File: config.mk
export PLATFORM = sky130hd
export DESIGN_NAME = nvseq_detect
export DESIGN_NICKNAME = d
export VERILOG_FILES = /design/src/rtl/nvseq_pkg.sv /design/src/rtl/nvseq_bus_snoop.sv /design/src/rtl/nvseq_matcher.sv /design/src/rtl/nvseq_op_ctrl.sv /design/src/rtl/nvseq_detect.sv
export SDC_FILE = /design/constraint.sdc
export NUM_CORES = 1
export LEC_CHECK = 0
export BUFFER_PORTS_ARGS = -buffer_cell sky130_fd_sc_hd__buf_4
export CORE_UTILIZATION = 50
export CTS_BUF_LIST = sky130_fd_sc_hd__clkbuf_8
export DETAILED_ROUTE_END_ITERATION = 10
export PLACE_DENSITY = 0.68
export SKIP_LAST_GASP = 1
export SLEW_MARGIN = 25
export SYNTH_ARGS = -nofsm -noshare
export SYNTH_HDL_FRONTEND = slang
export SYNTH_SLANG_ARGS = --single-unit
File: constraint.sdc
create_clock -name clk -period 3.25 [get_ports clk]
set_clock_uncertainty 0.2 [all_clocks]
set_input_delay 0.1625 -clock clk [delete_from_list [all_inputs] [get_ports clk]]
set_output_delay 0.1625 -clock clk [all_outputs]
set_load 0.05 [all_outputs]
File: src/rtl/nvseq_pkg.sv
package nvseq_pkg;
  typedef enum logic [1:0] {
    OP_IDLE  = 2'd0,
    OP_STORE = 2'd1,
    OP_CLEAR = 2'd2,
    OP_XFER  = 2'd3
  } op_state_t;

  localparam int unsigned SEQ_LEN = 6;
  localparam logic [15:0] MID_ADDR0   = 16'h0AAA;
  localparam logic [15:0] MID_ADDR1   = 16'h1FFF;
  localparam logic [15:0] MID_ADDR2   = 16'h10F0;
  localparam logic [15:0] RECALL_ADDR = 16'h0F0E;
endpackage

File: src/rtl/nvseq_bus_snoop.sv
module nvseq_bus_snoop #(
  parameter int unsigned ADDR_W = 13
) (
  input  logic              clk,
  input  logic              rst_n,
  input  logic [ADDR_W-1:0] bus_addr,
  input  logic              bus_ce_n,
  input  logic              bus_we_n,
  output logic              rd_evt,
  output logic              wr_evt,
  output logic [ADDR_W-1:0] evt_addr
);
  logic              ce_q;
  logic              wseen_q, wseen_d;
  logic [ADDR_W-1:0] addr_q;
  logic              end_edge;

  // write-low seen during the current access; cleared when an access opens
  always_comb begin
    wseen_d = (ce_q ? 1'b0 : wseen_q) | ~bus_we_n;
  end

  always_ff @(posedge clk or negedge rst_n) begin
    if (!rst_n) begin
      ce_q    <= 1'b1;
      wseen_q <= 1'b0;
      addr_q  <= '0;
    end else begin
      ce_q <= bus_ce_n;
      if (!bus_ce_n) begin
        wseen_q <= wseen_d;
        addr_q  <= bus_addr;
      end
    end
  end

  assign end_edge = ~ce_q & bus_ce_n;
  assign rd_evt   = end_edge & ~wseen_q;
  assign wr_evt   = end_edge & wseen_q;
  assign evt_addr = addr_q;
endmodule

File: src/rtl/nvseq_matcher.sv
module nvseq_matcher
  import nvseq_pkg::*;
#(
  parameter int unsigned    ADDR_W      = 13,
  parameter logic [15:0]    FIRST_ADDR  = 16'h0E38,
  parameter logic [15:0]    SECOND_ADDR = 16'h11C7,
  parameter logic [15:0]    STORE_ADDR  = 16'h07C1
) (
  input  logic              clk,
  input  logic              rst_n,
  input  logic              rd_evt,
  input  logic              wr_evt,
  input  logic [ADDR_W-1:0] evt_addr,
  input  logic              hold,
  output logic              hit_store,
  output logic              hit_recall
);
  localparam int unsigned STEP_W = $clog2(SEQ_LEN);
  localparam logic [STEP_W-1:0] LAST_STEP = STEP_W'(SEQ_LEN - 1);

  logic [STEP_W-1:0] step_q, step_d;
  logic [ADDR_W-1:0] expect_addr;
  logic              is_first;

  always_comb begin
    case (step_q)
      STEP_W'(0): expect_addr = FIRST_ADDR[ADDR_W-1:0];
      STEP_W'(1): expect_addr = SECOND_ADDR[ADDR_W-1:0];
      STEP_W'(2): expect_addr = MID_ADDR0[ADDR_W-1:0];
      STEP_W'(3): expect_addr = MID_ADDR1[ADDR_W-1:0];
      default:    expect_addr = MID_ADDR2[ADDR_W-1:0];
    endcase
  end

  assign is_first = (evt_addr == FIRST_ADDR[ADDR_W-1:0]);

  always_comb begin
    step_d     = step_q;
    hit_store  = 1'b0;
    hit_recall = 1'b0;
    if (hold || wr_evt) begin
      step_d = '0;
    end else if (rd_evt) begin
      if (step_q == LAST_STEP) begin
        step_d = '0;
        if (evt_addr == RECALL_ADDR[ADDR_W-1:0])      hit_recall = 1'b1;
        else if (evt_addr == STORE_ADDR[ADDR_W-1:0])  hit_store  = 1'b1;
        else if (is_first)                            step_d     = STEP_W'(1);
      end else if (evt_addr == expect_addr) begin
        step_d = step_q + STEP_W'(1);
      end else begin
        step_d = is_first ? STEP_W'(1) : '0;
      end
    end
  end

  always_ff @(posedge clk or negedge rst_n) begin
    if (!rst_n) step_q <= '0;
    else        step_q <= step_d;
  end

  p_write_resets_r5: assert property (@(posedge clk) disable iff (!rst_n)
    wr_evt |=> (step_q == '0));
  p_hold_resets_r7: assert property (@(posedge clk) disable iff (!rst_n)
    hold |=> (step_q == '0));
  p_hit_excl_r8: assert property (@(posedge clk) disable iff (!rst_n)
    !(hit_store && hit_recall));
  p_step_range_r4: assert property (@(posedge clk) disable iff (!rst_n)
    step_q <= LAST_STEP);
endmodule

File: src/rtl/nvseq_op_ctrl.sv
module nvseq_op_ctrl
  import nvseq_pkg::*;
#(
  parameter int unsigned STORE_CYCLES = 2000000,
  parameter int unsigned CLEAR_CYCLES = 400,
  parameter int unsigned XFER_CYCLES  = 3600
) (
  input  logic clk,
  input  logic rst_n,
  input  logic hit_store,
  input  logic hit_recall,
  output logic store_go,
  output logic clear_go,
  output logic xfer_go,
  output logic inhibit,
  output logic busy
);
  localparam int unsigned MAX_C = (STORE_CYCLES > CLEAR_CYCLES) ?
      ((STORE_CYCLES > XFER_CYCLES) ? STORE_CYCLES : XFER_CYCLES) :
      ((CLEAR_CYCLES > XFER_CYCLES) ? CLEAR_CYCLES : XFER_CYCLES);
  localparam int unsigned CW = $clog2(MAX_C + 1);

  op_state_t     state_q, state_d;
  logic [CW-1:0] cnt_q, cnt_d;
  logic          store_d, clear_d, xfer_d;

  always_comb begin
    state_d = state_q;
    cnt_d   = cnt_q;
    store_d = 1'b0;
    clear_d = 1'b0;
    xfer_d  = 1'b0;
    case (state_q)
      OP_IDLE: begin
        if (hit_store) begin
          state_d = OP_STORE;
          cnt_d   = CW'(STORE_CYCLES - 1);
          store_d = 1'b1;
        end else if (hit_recall) begin
          state_d = OP_CLEAR;
          cnt_d   = CW'(CLEAR_CYCLES - 1);
          clear_d = 1'b1;
        end
      end
      OP_CLEAR: begin
        if (cnt_q == '0) begin
          state_d = OP_XFER;
          cnt_d   = CW'(XFER_CYCLES - 1);
          xfer_d  = 1'b1;
        end else begin
          cnt_d = cnt_q - CW'(1);
        end
      end
      default: begin
        if (cnt_q == '0) state_d = OP_IDLE;
        else             cnt_d   = cnt_q - CW'(1);
      end
    endcase
  end

  always_ff @(posedge clk or negedge rst_n) begin
    if (!rst_n) begin
      state_q  <= OP_IDLE;
      cnt_q    <= '0;
      store_go <= 1'b0;
      clear_go <= 1'b0;
      xfer_go  <= 1'b0;
      busy     <= 1'b0;
    end else begin
      state_q  <= state_d;
      cnt_q    <= cnt_d;
      store_go <= store_d;
      clear_go <= clear_d;
      xfer_go  <= xfer_d;
      busy     <= (state_d != OP_IDLE);
    end
  end

  assign inhibit = (state_q != OP_IDLE);

  p_go_onehot_r8: assert property (@(posedge clk) disable iff (!rst_n)
    $onehot0({store_go, clear_go, xfer_go}));
  p_store_single_r2: assert property (@(posedge clk) disable iff (!rst_n)
    store_go |=> !store_go);
  p_busy_start_r2: assert property (@(posedge clk) disable iff (!rst_n)
    $rose(busy) |-> (store_go || clear_go));
  p_xfer_in_op_r3: assert property (@(posedge clk) disable iff (!rst_n)
    xfer_go |-> (busy && inhibit));
  p_no_hit_busy_r7: assert property (@(posedge clk) disable iff (!rst_n)
    inhibit |-> !(hit_store || hit_recall));
endmodule

File: src/rtl/nvseq_detect.sv
module nvseq_detect #(
  parameter int unsigned ADDR_W       = 13,
  parameter logic [15:0] FIRST_ADDR   = 16'h0E38,
  parameter logic [15:0] SECOND_ADDR  = 16'h11C7,
  parameter logic [15:0] STORE_ADDR   = 16'h07C1,
  parameter int unsigned STORE_CYCLES = 2000000,
  parameter int unsigned CLEAR_CYCLES = 400,
  parameter int unsigned XFER_CYCLES  = 3600
) (
  input  logic              clk,
  input  logic              rst_n,
  input  logic [ADDR_W-1:0] bus_addr,
  input  logic              bus_ce_n,
  input  logic              bus_we_n,
  output logic              store_go_o,
  output logic              clear_go_o,
  output logic              xfer_go_o,
  output logic              inhibit_o,
  output logic              busy_o
);
  logic [1:0]        rst_sync_q;
  logic              rst_int_n;
  logic              rd_evt, wr_evt;
  logic [ADDR_W-1:0] evt_addr;
  logic              hit_store, hit_recall;

  always_ff @(posedge clk or negedge rst_n) begin
    if (!rst_n) rst_sync_q <= 2'b00;
    else        rst_sync_q <= {rst_sync_q[0], 1'b1};
  end
  assign rst_int_n = rst_sync_q[1];

  nvseq_bus_snoop #(.ADDR_W(ADDR_W)) u_snoop (
    .clk      (clk),
    .rst_n    (rst_int_n),
    .bus_addr (bus_addr),
    .bus_ce_n (bus_ce_n),
    .bus_we_n (bus_we_n),
    .rd_evt   (rd_evt),
    .wr_evt   (wr_evt),
    .evt_addr (evt_addr)
  );

  nvseq_matcher #(
    .ADDR_W      (ADDR_W),
    .FIRST_ADDR  (FIRST_ADDR),
    .SECOND_ADDR (SECOND_ADDR),
    .STORE_ADDR  (STORE_ADDR)
  ) u_match (
    .clk        (clk),
    .rst_n      (rst_int_n),
    .rd_evt     (rd_evt),
    .wr_evt     (wr_evt),
    .evt_addr   (evt_addr),
    .hold       (inhibit_o),
    .hit_store  (hit_store),
    .hit_recall (hit_recall)
  );

  nvseq_op_ctrl #(
    .STORE_CYCLES (STORE_CYCLES),
    .CLEAR_CYCLES (CLEAR_CYCLES),
    .XFER_CYCLES  (XFER_CYCLES)
  ) u_ctrl (
    .clk        (clk),
    .rst_n      (rst_int_n),
    .hit_store  (hit_store),
    .hit_recall (hit_recall),
    .store_go   (store_go_o),
    .clear_go   (clear_go_o),
    .xfer_go    (xfer_go_o),
    .inhibit    (inhibit_o),
    .busy       (busy_o)
  );
endmodule

* After elaboration in Yosys (flattened, before gate mapping)
Index checks and enable logic that the tools add are counted.
Widths: inputs -> output; s select.
** Operators by class
- $lt $le $gt $ge :: 0
- Muxes and demuxes :: 35
- Divide/modulo/power cells :: 0
- Add/subtract/negate cells :: 2
- Bitwise logic cells :: 7
- Reduce and logical (&&, ||, !) cells :: 8
- Equality and inequality tests :: 11
- Multiply operators :: 0
- Shift operators :: 0
** Operators with widths (number)
- $mux 21 :: 4
- $pmux 13 s4 :: 1
- $pmux 21 s2 :: 1
- $eq 13x12->1 const B :: 2
- $logic_not 21->1 :: 1
- $sub 21x1->21 const B :: 1
- $mux 1 :: 18
- $mux 3 :: 6
- $eq 13x11->1 const B :: 1
- $eq 13x13->1 :: 1
- $mux 2 :: 4
- $eq 3x2->1 const B :: 2
- $ne 3x3->1 const B :: 2
- $reduce_bool 2->1 :: 3
- $pmux 2 s2 :: 1
- $add 3x1->3 const B :: 1
- $and 1x1->1 :: 3
- $eq 3x1->1 const B :: 1
- $eq 3x3->1 const B :: 1
- $logic_not 3->1 :: 1
- $not 1->1 :: 3
- $eq 2x2->1 const B :: 1
- $logic_not 2->1 :: 1
- $reduce_and 2->1 :: 1
- 2 further kinds :: 2
** Word-level totals
- Word-level logic and storage cells :: 74
- Output and inout bits :: 5
- Latch bits :: 0
- Bits of input ports :: 17
- Bits in writable memories :: 0
- Memories kept :: 0
- Bits in read-only memories :: 0
- Flip-flop bits (word level) :: 47

* Logic depth before layout (Yosys ltp)
- Depth after elaboration :: 9
- Depth in mapped cells :: 11
- Mapped depth without buffers :: 9

* By module
Synthesis repeated with hierarchy kept, for this count alone.
** Unflattened totals
- Cell total of the unflattened synthesis :: 288
- Area total of the unflattened synthesis :: 2805.2 um2
** Modules (own cells, without submodules)
- nvseq_op_ctrl :: area an instance 1575.3 um2, seq. area each 675.6 um2, cells an instance 173, times used 1
- nvseq_bus_snoop :: area an instance 611.8 um2, seq. area each 376.6 um2, cells an instance 34, times used 1
- nvseq_matcher :: area an instance 564.3 um2, seq. area each 75.1 um2, cells an instance 78, times used 1
- nvseq_detect :: area an instance 53.8 um2, seq. area each 50.0 um2, cells an instance 3, times used 1

* Worst setup path after synthesis
Ideal clock, no wire load.
- Path kind :: flip-flop to flip-flop
- Start :: reg u_match.step_q[1]
- End :: reg u_ctrl.cnt_q[3]
- Data required time :: 2.914 ns
- Path buffers :: 0
- Setup time :: 0.136 ns
- Arrival :: 2.317 ns
- Path slack :: 0.597 ns
- Period minus slack after synthesis :: 2.653 ns
- Cell stages (with the launch flop) :: 10
- Cells stage by stage :: dfrtp_1 inv_1 ha_1 and4bb_2 nand4_1 or4_4 clkinv_4 a21oi_4 o21ai_0 or3b_2
** On the way
- Longest elaborated chain between the ends :: 6
- Elaborated cells on any way between the ends :: 11
- Classes of those cells :: 2 x eq/ne; 8 x mux; 1 x reduce/logical
** Ends and longest elaborated chain
- from (decl) :: line nvseq_matcher.sv:21 : logic [STEP_W-1:0] step_q, step_d;
- from (signal assigned) :: line nvseq_matcher.sv:59 : else step_q <= step_d;
- $eq 3x3->1 * :: line nvseq_matcher.sv:44 : if (step_q == LAST_STEP) begin
- $mux 1 :: line nvseq_matcher.sv:44
- $mux 1 :: line nvseq_matcher.sv:43 : end else if (rd_evt) begin
- $mux 1 :: line nvseq_matcher.sv:41 : if (hold || wr_evt) begin
- $mux 21 / $ne 3x3->1 (equally long branches)
- $pmux 21 s2 / $reduce_and 2->1 (equally long branches)
- to (signal assigned) :: line nvseq_op_ctrl.sv:71 : cnt_q <= cnt_d;
- to (decl) :: line nvseq_op_ctrl.sv:24 : logic [CW-1:0] cnt_q, cnt_d;
Mark *: on every way between the ends. The rest lies on a longest branch, timed or not.
A chain may end at the register's enable or synchronous reset.

* Worst setup path in the final report
- Start :: reg u_match.step_q[0]
- End :: reg u_ctrl.cnt_q[3]
Same word-level chain as after synthesis.

==> flow_metrics.tcl <==
set metrics [dict create \
    hold_viol 0 \
    die_y_um 75.8 \
    nFillCells 423 \
    yosys.area.top_type_share 0.423 \
    critPathTopFamily "simple AND/OR/NAND/NOR gates" \
    start_util 0.526 \
    drt_iter0_drc 196 \
    diodes 0 \
    die_area_mm2 0.00574 \
    dr.pass1.iters 4 \
    worstPathRequired_ns 3.23 \
    ys_warn_count 0 \
    startpoint_type "flop" \
    place_ws_ns 0.335 \
    grt_pass1_wl_um 10400 \
    min_period_over_period 0.896 \
    insertion_delay_ns 0.31 \
    dpl.hpwl_um 4410 \
    port_buffers 21 \
    synth-seq-cells 47 \
    die_w_um 75.8 \
    synth_area_mm2 0.00272 \
    crit_type "flop to flop" \
    setup_viol 0 \
    p_int_mw 0.813 \
    antenna_found_initial 0 \
    setup_ws_ns 0.337 \
    grt_pass1_vias 2175 \
    io_pins 22 \
    slew_headroom 0.472 \
    clock_sinks 47 \
    drcViolationCount 0 \
    vias 2349 \
    cts_buffers 5 \
    holdCritPathClass "input port to flop" \
    seqPwrFrac 0.588 \
    cts_tree "built" \
    cts_root_buf "clkbuf_8" \
    clk_path_buf_depth 2 \
    swShare 0.254 \
    dp.cells 374 \
    p_per_area_mw_per_mm2 339 \
    yosys-top-cells-area "dfrtp_1 (42%), mux2_2 (5.4%), a21oi_1 (4.4%)" \
    final-max-slew-violation-count 0 \
    total_power_mw 1.09 \
    crit_path_cell_trace "ha_1, and4bb_2, nand4_1, or4_4, clkinv_4, a21oi_4, o21ai_0, or3b_2" \
    cts_max_level 2 \
    grt_max_degree 46 \
    synth_top_cell_by_area "dfrtp_1" \
    wl_per_cell_um 15.6 \
    crit_path_end_kind "flop" \
    synth.distinct_cells 60 \
    syn_nets 309 \
    area_growth_pct 18.1 \
    multiInputGateArea_mm2 0.00141 \
    yosys-top-cells-count "dfrtp_1 (46), a21oi_1 (24), nor2_1 (23), o21ai_0 (23), inv_1 (16)" \
    slowest_delay_ns 0.61 \
    syn_area_per_cell_um2 9.55 \
    syn_inst 285 \
    final_nets 351 \
    cts_setup_buffers 0 \
    rsz0062_at_grt "false" \
    clk_pin_slew_ns 0.09 \
    routed_wl_um 6210 \
    p_comb_frac 0.074 \
    p_leak_nw 1.26 \
    tightest_slew_ns 0.784 \
    seq_area_mm2 0.00118 \
    synth_edf_count 0 \
    status "finished clean" \
    vdd_drop_max_mv 0.287 \
    crit_path_max_fanout 23 \
    drive_above_1_share 0.192 \
    gp_congestion 0.875 \
    yosysSeqAreaShare 0.433 \
    maxCapViolCount 0 \
    fin_setup_tns_ns 0 \
    finalNonFillerCells 398 \
    synth_ff_type "dfrtp_1" \
    p_sw_mw 0.277 \
    grt_overflow 0 \
    cp.arrival_ns 2.90 \
    post-route-min-period_ns 2.91 \
    synth.most_common_cell "dfrtp_1" \
    max_freq_mhz 343 \
    grt_use_total 0.242 \
    drt.antenna.violating_nets 0 \
    path_buf_inv 1 \
    crit_slowest_cell "or4_4" \
    placementRows 26 \
    p_clk_frac 0.338 \
    design.core.area_mm2 0.00517 \
    viasPerCell 5.90 \
    async_reset_ff_frac 1.00 \
]
## repair_timing
item | CTS | global route
hold endpoints to repair | 16 | 0
resized for setup | 0 | 0
hold buffers | 16 | 0
## sequential cells by signal, summed over array words and instances (netlist names)
| name | cells |
|---|---|
| u_snoop.ce_q | 1 |
| u_ctrl.store_go | 1 |
| u_ctrl.busy | 1 |
| u_ctrl.clear_go | 1 |
| u_ctrl.cnt_q | 21 |
| u_ctrl.state_q | 2 |
| u_snoop.wseen_q | 1 |
| u_match.step_q | 3 |
| u_ctrl.xfer_go | 1 |
| u_snoop.evt_addr | 13 |
| rst_sync_q | 2 |
## final timing paths
| path | from | end | slack [ns] | cells after the start |
|---|---|---|---|---|
| worst min register to register | rst_sync_q[1] | u_snoop.evt_addr[8] | 0.14 | 0 |
| worst min-delay path | bus_ce_n | u_snoop.ce_q | 0.03 | 2 |
| max in group asynchronous | rst_n | rst_sync_q[1] | 2.21 | 3 |
| worst max register to register | u_match.step_q[0] | u_ctrl.cnt_q[3] | 0.34 | 8 |
| worst max-delay path | u_match.step_q[0] | u_ctrl.cnt_q[3] | 0.34 | 8 |
| min in group asynchronous | rst_sync_q[1] | u_snoop.evt_addr[8] | 0.14 | 0 |
## cells by family (layout without fill, tap and decap cells)
family                     after synthesis  in the layout  synth area share
AOI/OAI and AO/OA                       77             77             0.181
muxes                                   13             13            0.0538
other                                    1              1           0.00138
DFF                                     47             47             0.433
adders and majority gates                7              7            0.0322
and+or+nand+nor                        113            113             0.249
buffers and inverters                   27             70            0.0497
## layout by cell type, fill, tap and decap left out, types with 2 or more instances in the layout
cell type / count
nand2b_1: 2
a21oi_1: 24
nor3b_1: 2
a41oi_1: 2
nor4b_1: 2
nor2_1: 23
or4_1: 4
nand4_1: 6
buf_4: 28
o21bai_1: 3
nand4b_1: 2
nor3_1: 8
nand2_1: 14
dfrtp_1: 45
o311ai_0: 4
a21boi_0: 2
inv_1: 16
a31oi_1: 5
or3b_2: 2
dlygate4sd3_1: 16
nor2b_1: 7
nand3_1: 9
or3_1: 12
and2_1: 2
clkinv_4: 3
ha_1: 7
clkbuf_8: 5
nor4_1: 7
mux2_2: 13
o21ai_0: 23
## through the flow
step           hold WS [ns]  utilization  cell area [um2]
5_1_grt              0.0230        0.621             3210
6_report             0.0265        0.621             3210
2_1_floorplan        -0.333            -             2720
3_3_place_gp         -0.255        0.572             2960
4_1_cts              0.0155        0.621             3210
3_5_place_dp         -0.254        0.572             2960
## per-layer routing
layer	GRT usage	wire length (um)
met1	0.348	2980
met2	0.373	2810
met3	0.0423	341
met4	0.0741	80
met5	0	0
## final cells by class
type | instances | area share
Sequential cell | 47 | 0.367
Clock buffer | 5 | 0.0214
Clock inverter | 3 | 0.00779
Tap cell | 70 | 0.0272
Inverter | 18 | 0.0226
Multi-Input combinational cell | 211 | 0.438
Timing Repair Buffer | 44 | 0.115
## power by group through the flow
stage | Combinational [mW] | Sequential [mW] | Clock [mW]
6_report | 0.0805 | 0.641 | 0.369
5_1_grt | 0.0880 | 0.647 | 0.394
4_1_cts | 0.0795 | 0.641 | 0.376
3_5_place_dp | 0.0640 | 0.652 | 0
3_3_place_gp | 0.0623 | 0.652 | 0
2_1_floorplan | 0.0437 | 0.640 | 0
(Power assumes the default switching activity.)
